## src/rtl/rxf_pkg.sv

```systemverilog
package rxf_pkg;

    // End-of-frame verdict carried to the status outputs
    typedef struct packed {
        logic flush;
        logic ovf;
        logic late;
    } rxf_flags_t;

    localparam rxf_flags_t RXF_FLAGS_NONE = '{flush: 1'b0, ovf: 1'b0, late: 1'b0};

endpackage

```

## src/rtl/rxf_delay_line.sv

```systemverilog
module rxf_delay_line #(
    parameter int W     = 8,
    parameter int DEPTH = 4
) (
    input  logic         clk,
    input  logic         rst_n,
    input  logic         shift_en,
    input  logic [W-1:0] din,
    output logic [W-1:0] dout
);
    logic [W-1:0] stage_q [DEPTH];

    for (genvar g = 0; g < DEPTH; g++) begin : g_stage
        if (g == 0) begin : g_head
            always_ff @(posedge clk or negedge rst_n) begin
                if (!rst_n)        stage_q[g] <= '0;
                else if (shift_en) stage_q[g] <= din;
            end
        end else begin : g_body
            always_ff @(posedge clk or negedge rst_n) begin
                if (!rst_n)        stage_q[g] <= '0;
                else if (shift_en) stage_q[g] <= stage_q[g-1];
            end
        end
    end

    assign dout = stage_q[DEPTH-1];
endmodule

```

## src/rtl/rxf_sat_counter.sv

```systemverilog
module rxf_sat_counter #(
    parameter int W = 8
) (
    input  logic         clk,
    input  logic         rst_n,
    input  logic         inc,
    output logic [W-1:0] count
);
    localparam logic [W-1:0] MAX_V = '1;

    logic [W-1:0] cnt_d, cnt_q;

    always_comb begin
        cnt_d = cnt_q;
        if (inc && cnt_q != MAX_V) cnt_d = cnt_q + 1'b1;
    end

    always_ff @(posedge clk or negedge rst_n) begin
        if (!rst_n) cnt_q <= '0;
        else        cnt_q <= cnt_d;
    end

    assign count = cnt_q;

    AST_MISS_HOLDS_MAX: assert property (@(posedge clk) disable iff (!rst_n)
        cnt_q == MAX_V |=> cnt_q == MAX_V);
    AST_MISS_STEPS_ONE: assert property (@(posedge clk) disable iff (!rst_n)
        cnt_q != $past(cnt_q) |-> cnt_q == $past(cnt_q) + 1'b1);
endmodule

```

## src/rtl/rx_frame_filter.sv

```systemverilog
module rx_frame_filter
    import rxf_pkg::*;
#(
    parameter int DATA_W     = 8,
    parameter int CNT_W      = 12,
    parameter int MISS_W     = 8,
    parameter int FCS_BYTES  = 4,
    parameter int SLOT_BYTES = 64,
    parameter int LL_BYTES   = 12,
    parameter int MIN_FRAME  = 64,
    parameter int HDR_BYTES  = 14,
    parameter int PAD_LIMIT  = 46
) (
    input  logic              clk,
    input  logic              rst_n,
    input  logic              soft_rst,
    input  logic              strip_wr,
    input  logic              strip_wdata,
    input  logic              cfg_low_latency,
    input  logic              cfg_runt_accept,
    input  logic              rx_valid,
    input  logic [DATA_W-1:0] rx_data,
    input  logic              rx_sof,
    input  logic              rx_eof,
    input  logic              rx_coll,
    input  logic              rx_addr_hit,
    input  logic              fifo_full,
    output logic              fifo_wr,
    output logic [DATA_W-1:0] fifo_wdata,
    output logic              frame_done,
    output logic              frame_flush,
    output logic              frame_ovf,
    output logic              frame_late_coll,
    output logic [CNT_W-1:0]  frame_bytes,
    output logic [MISS_W-1:0] missed_cnt,
    output logic              strip_en
);
    localparam int LEN_W = 2 * DATA_W;
    localparam logic [CNT_W-1:0] POS_MAX   = '1;
    localparam logic [CNT_W-1:0] THR_SLOT  = CNT_W'(SLOT_BYTES);
    localparam logic [CNT_W-1:0] THR_LL    = CNT_W'(LL_BYTES);
    localparam logic [CNT_W-1:0] FCS_C     = CNT_W'(FCS_BYTES);
    localparam logic [CNT_W-1:0] HDR_C     = CNT_W'(HDR_BYTES);
    localparam logic [CNT_W-1:0] LEN_HI_AT = CNT_W'(HDR_BYTES - 2);
    localparam logic [CNT_W-1:0] LEN_LO_AT = CNT_W'(HDR_BYTES - 1);
    localparam logic [CNT_W-1:0] MIN_C     = CNT_W'(MIN_FRAME);
    localparam logic [LEN_W-1:0] PAD_C     = LEN_W'(PAD_LIMIT);

    typedef struct packed {
        logic [CNT_W-1:0]  pos;
        logic [CNT_W-1:0]  wcnt;
        logic [DATA_W-1:0] len_hi;
        logic [LEN_W-1:0]  len_val;
        logic              has_pad;
        logic              strip_f;
        logic              ecoll;
        logic              lcoll;
        logic              ovf;
        logic              strip_en;
        logic              wr;
        logic [DATA_W-1:0] wdata;
        logic              done;
        rxf_flags_t        flags;
        logic [CNT_W-1:0]  bytes;
    } st_t;

    st_t st_d, st_q;

    logic [DATA_W-1:0] held_byte;
    logic              miss_inc_d;

    rxf_delay_line #(
        .W     (DATA_W),
        .DEPTH (FCS_BYTES)
    ) u_fcs_hold (
        .clk      (clk),
        .rst_n    (rst_n),
        .shift_en (rx_valid),
        .din      (rx_data),
        .dout     (held_byte)
    );

    rxf_sat_counter #(
        .W (MISS_W)
    ) u_missed (
        .clk   (clk),
        .rst_n (rst_n),
        .inc   (miss_inc_d),
        .count (missed_cnt)
    );

    // Next-state computation
    always_comb begin
        logic [CNT_W-1:0] pos_cur, thr, held_idx, pad_end, total;
        logic             strip_cur, coll_now, ecoll_n, lcoll_n, ovf_n;
        logic             keep_held, want, blocked, any_coll, runt, last;

        st_d       = st_q;
        st_d.wr    = 1'b0;
        st_d.done  = 1'b0;
        st_d.flags = RXF_FLAGS_NONE;
        miss_inc_d = 1'b0;

        // strip enable register
        if (soft_rst)      st_d.strip_en = 1'b1;
        else if (strip_wr) st_d.strip_en = strip_wdata;

        pos_cur   = rx_sof ? '0 : st_q.pos;
        strip_cur = rx_sof ? st_q.strip_en : st_q.strip_f;
        thr       = cfg_low_latency ? THR_LL : THR_SLOT;
        coll_now  = rx_valid && rx_coll;

        ecoll_n = (rx_sof ? 1'b0 : st_q.ecoll) | (coll_now && (pos_cur <  thr));
        lcoll_n = (rx_sof ? 1'b0 : st_q.lcoll) | (coll_now && (pos_cur >= thr));

        // byte leaving the FCS hold stage has index pos_cur - FCS_BYTES
        held_idx  = pos_cur - FCS_C;
        pad_end   = HDR_C + st_q.len_val[CNT_W-1:0];
        keep_held = !(st_q.has_pad && !rx_sof && (held_idx >= pad_end));
        want      = strip_cur ? ((pos_cur >= FCS_C) && keep_held) : 1'b1;

        blocked = (rx_sof ? 1'b0 : st_q.ovf) | ecoll_n;
        ovf_n   = (rx_sof ? 1'b0 : st_q.ovf) | (rx_valid && want && !blocked && fifo_full);

        total    = (pos_cur == POS_MAX) ? POS_MAX : pos_cur + 1'b1;
        any_coll = ecoll_n | lcoll_n;
        runt     = total < MIN_C;
        last     = rx_valid && rx_eof;

        if (rx_valid) begin
            st_d.pos     = total;
            st_d.strip_f = strip_cur;
            st_d.ecoll   = ecoll_n;
            st_d.lcoll   = lcoll_n;
            st_d.ovf     = ovf_n;
            st_d.wr      = want && !blocked && !fifo_full;
            st_d.wdata   = strip_cur ? held_byte : rx_data;
            st_d.wcnt    = (rx_sof ? '0 : st_q.wcnt) + CNT_W'(st_d.wr);
            if (rx_sof) st_d.has_pad = 1'b0;

            // length/type field capture
            if (pos_cur == LEN_HI_AT) st_d.len_hi = rx_data;
            if (pos_cur == LEN_LO_AT) begin
                st_d.len_val = {st_q.len_hi, rx_data};
                st_d.has_pad = {st_q.len_hi, rx_data} < PAD_C;
            end
        end

        if (last) begin
            st_d.done        = 1'b1;
            st_d.bytes       = st_d.wcnt;
            st_d.flags.ovf   = ovf_n;
            st_d.flags.late  = lcoll_n && !ovf_n;
            st_d.flags.flush = ovf_n | ecoll_n | (runt && (any_coll || !cfg_runt_accept));
            miss_inc_d       = ovf_n && rx_addr_hit && !any_coll;
        end
    end

    always_ff @(posedge clk or negedge rst_n) begin
        if (!rst_n) begin
            st_q          <= '0;
            st_q.strip_en <= 1'b1;
        end else begin
            st_q <= st_d;
        end
    end

    assign fifo_wr         = st_q.wr;
    assign fifo_wdata      = st_q.wdata;
    assign frame_done      = st_q.done;
    assign frame_flush     = st_q.flags.flush;
    assign frame_ovf       = st_q.flags.ovf;
    assign frame_late_coll = st_q.flags.late;
    assign frame_bytes     = st_q.bytes;
    assign strip_en        = st_q.strip_en;

    AST_WR_ONLY_WITH_SPACE: assert property (@(posedge clk) disable iff (!rst_n)
        fifo_wr |-> $past(!fifo_full && rx_valid));
    AST_OVF_FORCES_FLUSH: assert property (@(posedge clk) disable iff (!rst_n)
        frame_ovf |-> frame_flush && !frame_late_coll);
    AST_FLAGS_WITH_DONE: assert property (@(posedge clk) disable iff (!rst_n)
        (frame_flush || frame_ovf || frame_late_coll) |-> frame_done);
    AST_DONE_AFTER_EOF: assert property (@(posedge clk) disable iff (!rst_n)
        frame_done |-> $past(rx_valid && rx_eof));
    AST_SOFT_RST_STRIP: assert property (@(posedge clk) disable iff (!rst_n)
        soft_rst |=> strip_en);
endmodule

```

## config.mk

```make
export PLATFORM = sky130hd
export DESIGN_NAME = rx_frame_filter
export DESIGN_NICKNAME = d
export VERILOG_FILES = /design/src/rtl/rxf_pkg.sv /design/src/rtl/rxf_delay_line.sv /design/src/rtl/rxf_sat_counter.sv /design/src/rtl/rx_frame_filter.sv
export SDC_FILE = /design/constraint.sdc
export NUM_CORES = 1
export LEC_CHECK = 0
export ABC_AREA = 1
export BUFFER_PORTS_ARGS = -buffer_cell sky130_fd_sc_hd__buf_2
export CAP_MARGIN = 25
export CORE_MARGIN = 2
export CORE_UTILIZATION = 45
export CTS_CLUSTER_SIZE = 12
export DETAILED_ROUTE_END_ITERATION = 8
export GPL_ROUTABILITY_DRIVEN = 0
export PLACE_DENSITY = 0.64
export SETUP_SLACK_MARGIN = 0.2
export SLEW_MARGIN = 20
export SYNTH_ARGS = -nofsm -noshare
export SYNTH_HDL_FRONTEND = slang
export SYNTH_SLANG_ARGS = --single-unit
export TNS_END_PERCENT = 30
```

## constraint.sdc

```tcl
create_clock -name clk -period 7.1 [get_ports clk]
set_clock_uncertainty 0.2 [all_clocks]
set_input_delay 0.71 -clock clk [delete_from_list [all_inputs] [get_ports clk]]
set_output_delay 0.71 -clock clk [all_outputs]
set_load 0.02 [all_outputs]
```

==> run metrics <==
status complete, no violations; post-synth cell types 40; post-detailed-route via-to-cell ratio 5.01; CTS Buffer Depth 2; cell mode on critical path nand2_1; number of global-route vias before repair 4,823; PortBufs 54; data required time of the worst path 7.25 ns; Int Power 1.45 mW; most frequent cells in the layout 234 x nand2_1, 114 x dfrtp_1, 86 x inv_1; Final TNS setup 0 ns; clock sinks 115; Arr. time, crit path 4.97 ns; worst skew pair latency 0.42 ns; Clk pwr share 43.9%; PostCTS Resize Cnt 0; minimum clock period 4.82 ns; sw power 0.595 mW; dpl cell area 6410 µm²; syn_nets 805; residual DRC count 0; pre-CTS setup slack 1.87 ns; Max transition margin 33.3%; Worst Setup SP rx_sof; Total Wirelength 13,100 µm; FF+latch area 2880 µm²; critical-path maximum fanout 18; worst-margin pin slew 1.00 ns; Static Leak 3.67 nW; DR iter-0 viols 398; reg2reg start st_q[32]; sw frac 29.1%; Final Hold Slack 0.0861 ns; Area growth syn-to-layout 14.2%; die footprint 14,600 µm²; CTS tree done; number of flops mapped to enable cells by yosys 0; Placed Cells incl. Taps 954; pwr/cell area 291 nW/µm²; fillers 1,247; Ant. Diodes 0; final setup violating endpoints 0; final worst-path cycle share 67.9%; RSZ-0062 raised after global routing false; ys async rst share 100%; Yosys warning count 0; first-pass GRT wire length 22,400 µm; Design Power 2.05 mW; Final nets 838; most common cell after layout, fill and taps aside nand2_1; postcts setup bufs 0; Total Routing Usage GR 19.3%; core area 13,300 µm²; top-level I/O count 55; clock-pin slew on the worst setup and hold paths 0.06 ns; Synth Register Bits 115; crit-path max cell delay 0.46 ns; via count 4,935; hpwl dp 9060 µm; Startpoint Class input port; 1st-pass router iterations 5; DRT antenna net count 0; Syn Inst Count 764; number of max-cap violations 0; Seq pwr share 38.6%; initial antenna violation count 0; crit path max-delay cell type buf_2; pin count of the biggest net entering global routing 74; H-tree levels 4; GR Overflow Total 0; Root Buffer clkbuf_16; kind of critical path input port to register; post-layout util 52.9%; Initial Util 46.3%; Max Slew Vio Count 0; Hold Path Class input port to async pin; Fmax 207 MHz; share of layout cells above drive strength 1 15.7%; most common flop cell mapped by yosys dfrtp_1; Multi-input gate area 2680 µm²; design area 7030 µm²; hold_buf cts 0; routed len/inst 13.3 µm; Finished Layout Cells 986; Mean Syn Cell Area 8.06 µm²; critical path endpoint category register; Die Ht 121 µm; Chip Width 121 µm; Mapped Area 6160 µm²; Seq/Total Area, Yosys 46.8%; Combinational Power Share 17.5%; Final Hold Fails 0; cts bufs inserted 17; setup ws final 2.28 ns; worst vdd ir 0.186 mV; Row Count 42
critical path: cells and delay by family:
family / cells / cell delay (ns)
xor+xnor: 1 / 0.22
buf+inv: 5 / 0.80
fa+ha+maj: 3 / 0.65
simple gates: 23 / 2.27
compound gates: 2 / 0.30
power by group through the flow:
stage / clock, mW / combinational, mW / sequential, mW
floorplan: 0 / 0.268 / 0.798
global placement: 0 / 0.348 / 0.797
detailed placement: 0 / 0.360 / 0.800
CTS: 0.912 / 0.363 / 0.790
global route: 0.943 / 0.415 / 0.800
finish: 0.897 / 0.358 / 0.790
flip-flops by register name, indices dropped and copies added, names as in the netlist:
signal / cells
u_fcs_hold.dout: 8
fifo_wr: 1
u_fcs_hold.stage_q: 24
st_q: 49
frame_bytes: 12
fifo_wdata: 8
frame_ovf: 1
u_missed.count: 8
frame_late_coll: 1
frame_flush: 1
frame_done: 1
strip_en: 1
kinds of logic (layout without fill, tap and decap cells):
group,after synthesis,count (layout),synth area share (%)
fa+ha+maj,20,20,4.06
compound gates,90,90,7.76
flops,115,115,46.8
buf+inv,132,178,9.67
xor+xnor,25,25,3.56
mux,3,3,0.528
simple gates,379,379,27.7
layer usage:
metal	routed length (µm)	vias up	track usage, %
li1	-	2464	-
met1	6340	2337	26.7
met4	233	0	7.63
met5	0	-	0
met2	5890	117	28.7
met3	638	17	5.55
cell type report:
class | count | share of cell area (%)
flip-flops and latches | 115 | 40.9
multi-input cells | 517 | 38.1
clock buffers | 19 | 6.16
inverters | 90 | 4.91
repair buffers | 56 | 4.09
well taps | 176 | 3.13
clock inverters | 13 | 2.62
Yosys cell counts, types with 8 or more instances:
| library cell | number | area share (%) |
|---|---|---|
| a21oi_1 | 11 | 0.89 |
| buf_4 | 20 | 2.4 |
| clkbuf_1 | 16 | 0.98 |
| dfrtp_1 | 114 | 46 |
| ha_1 | 20 | 4.1 |
| inv_1 | 86 | 5.2 |
| nand2_1 | 234 | 14 |
| nand3_1 | 34 | 2.8 |
| nand4_1 | 14 | 1.4 |
| nor2_1 | 51 | 3.1 |
| nor2_2 | 10 | 1.0 |
| nor3_1 | 8 | 0.65 |
| o21ai_0 | 68 | 5.5 |
| xor2_1 | 20 | 2.8 |
path summary, 6_finish.rpt:
path / end / slack, ns / cells past startpoint
setup / recovery: frame_bytes[10] / 2.28 / 34
hold / removal: st_q[75] / 0.09 / 1
setup reg to reg: frame_bytes[10] / 2.49 / 28
hold reg to reg: frame_bytes[7] / 0.27 / 2
max in group asynchronous: frame_bytes[5] / 5.29 / 2
min in group clk: strip_en / 0.25 / 2
No activity file was read; power rests on OpenSTA's default activity.
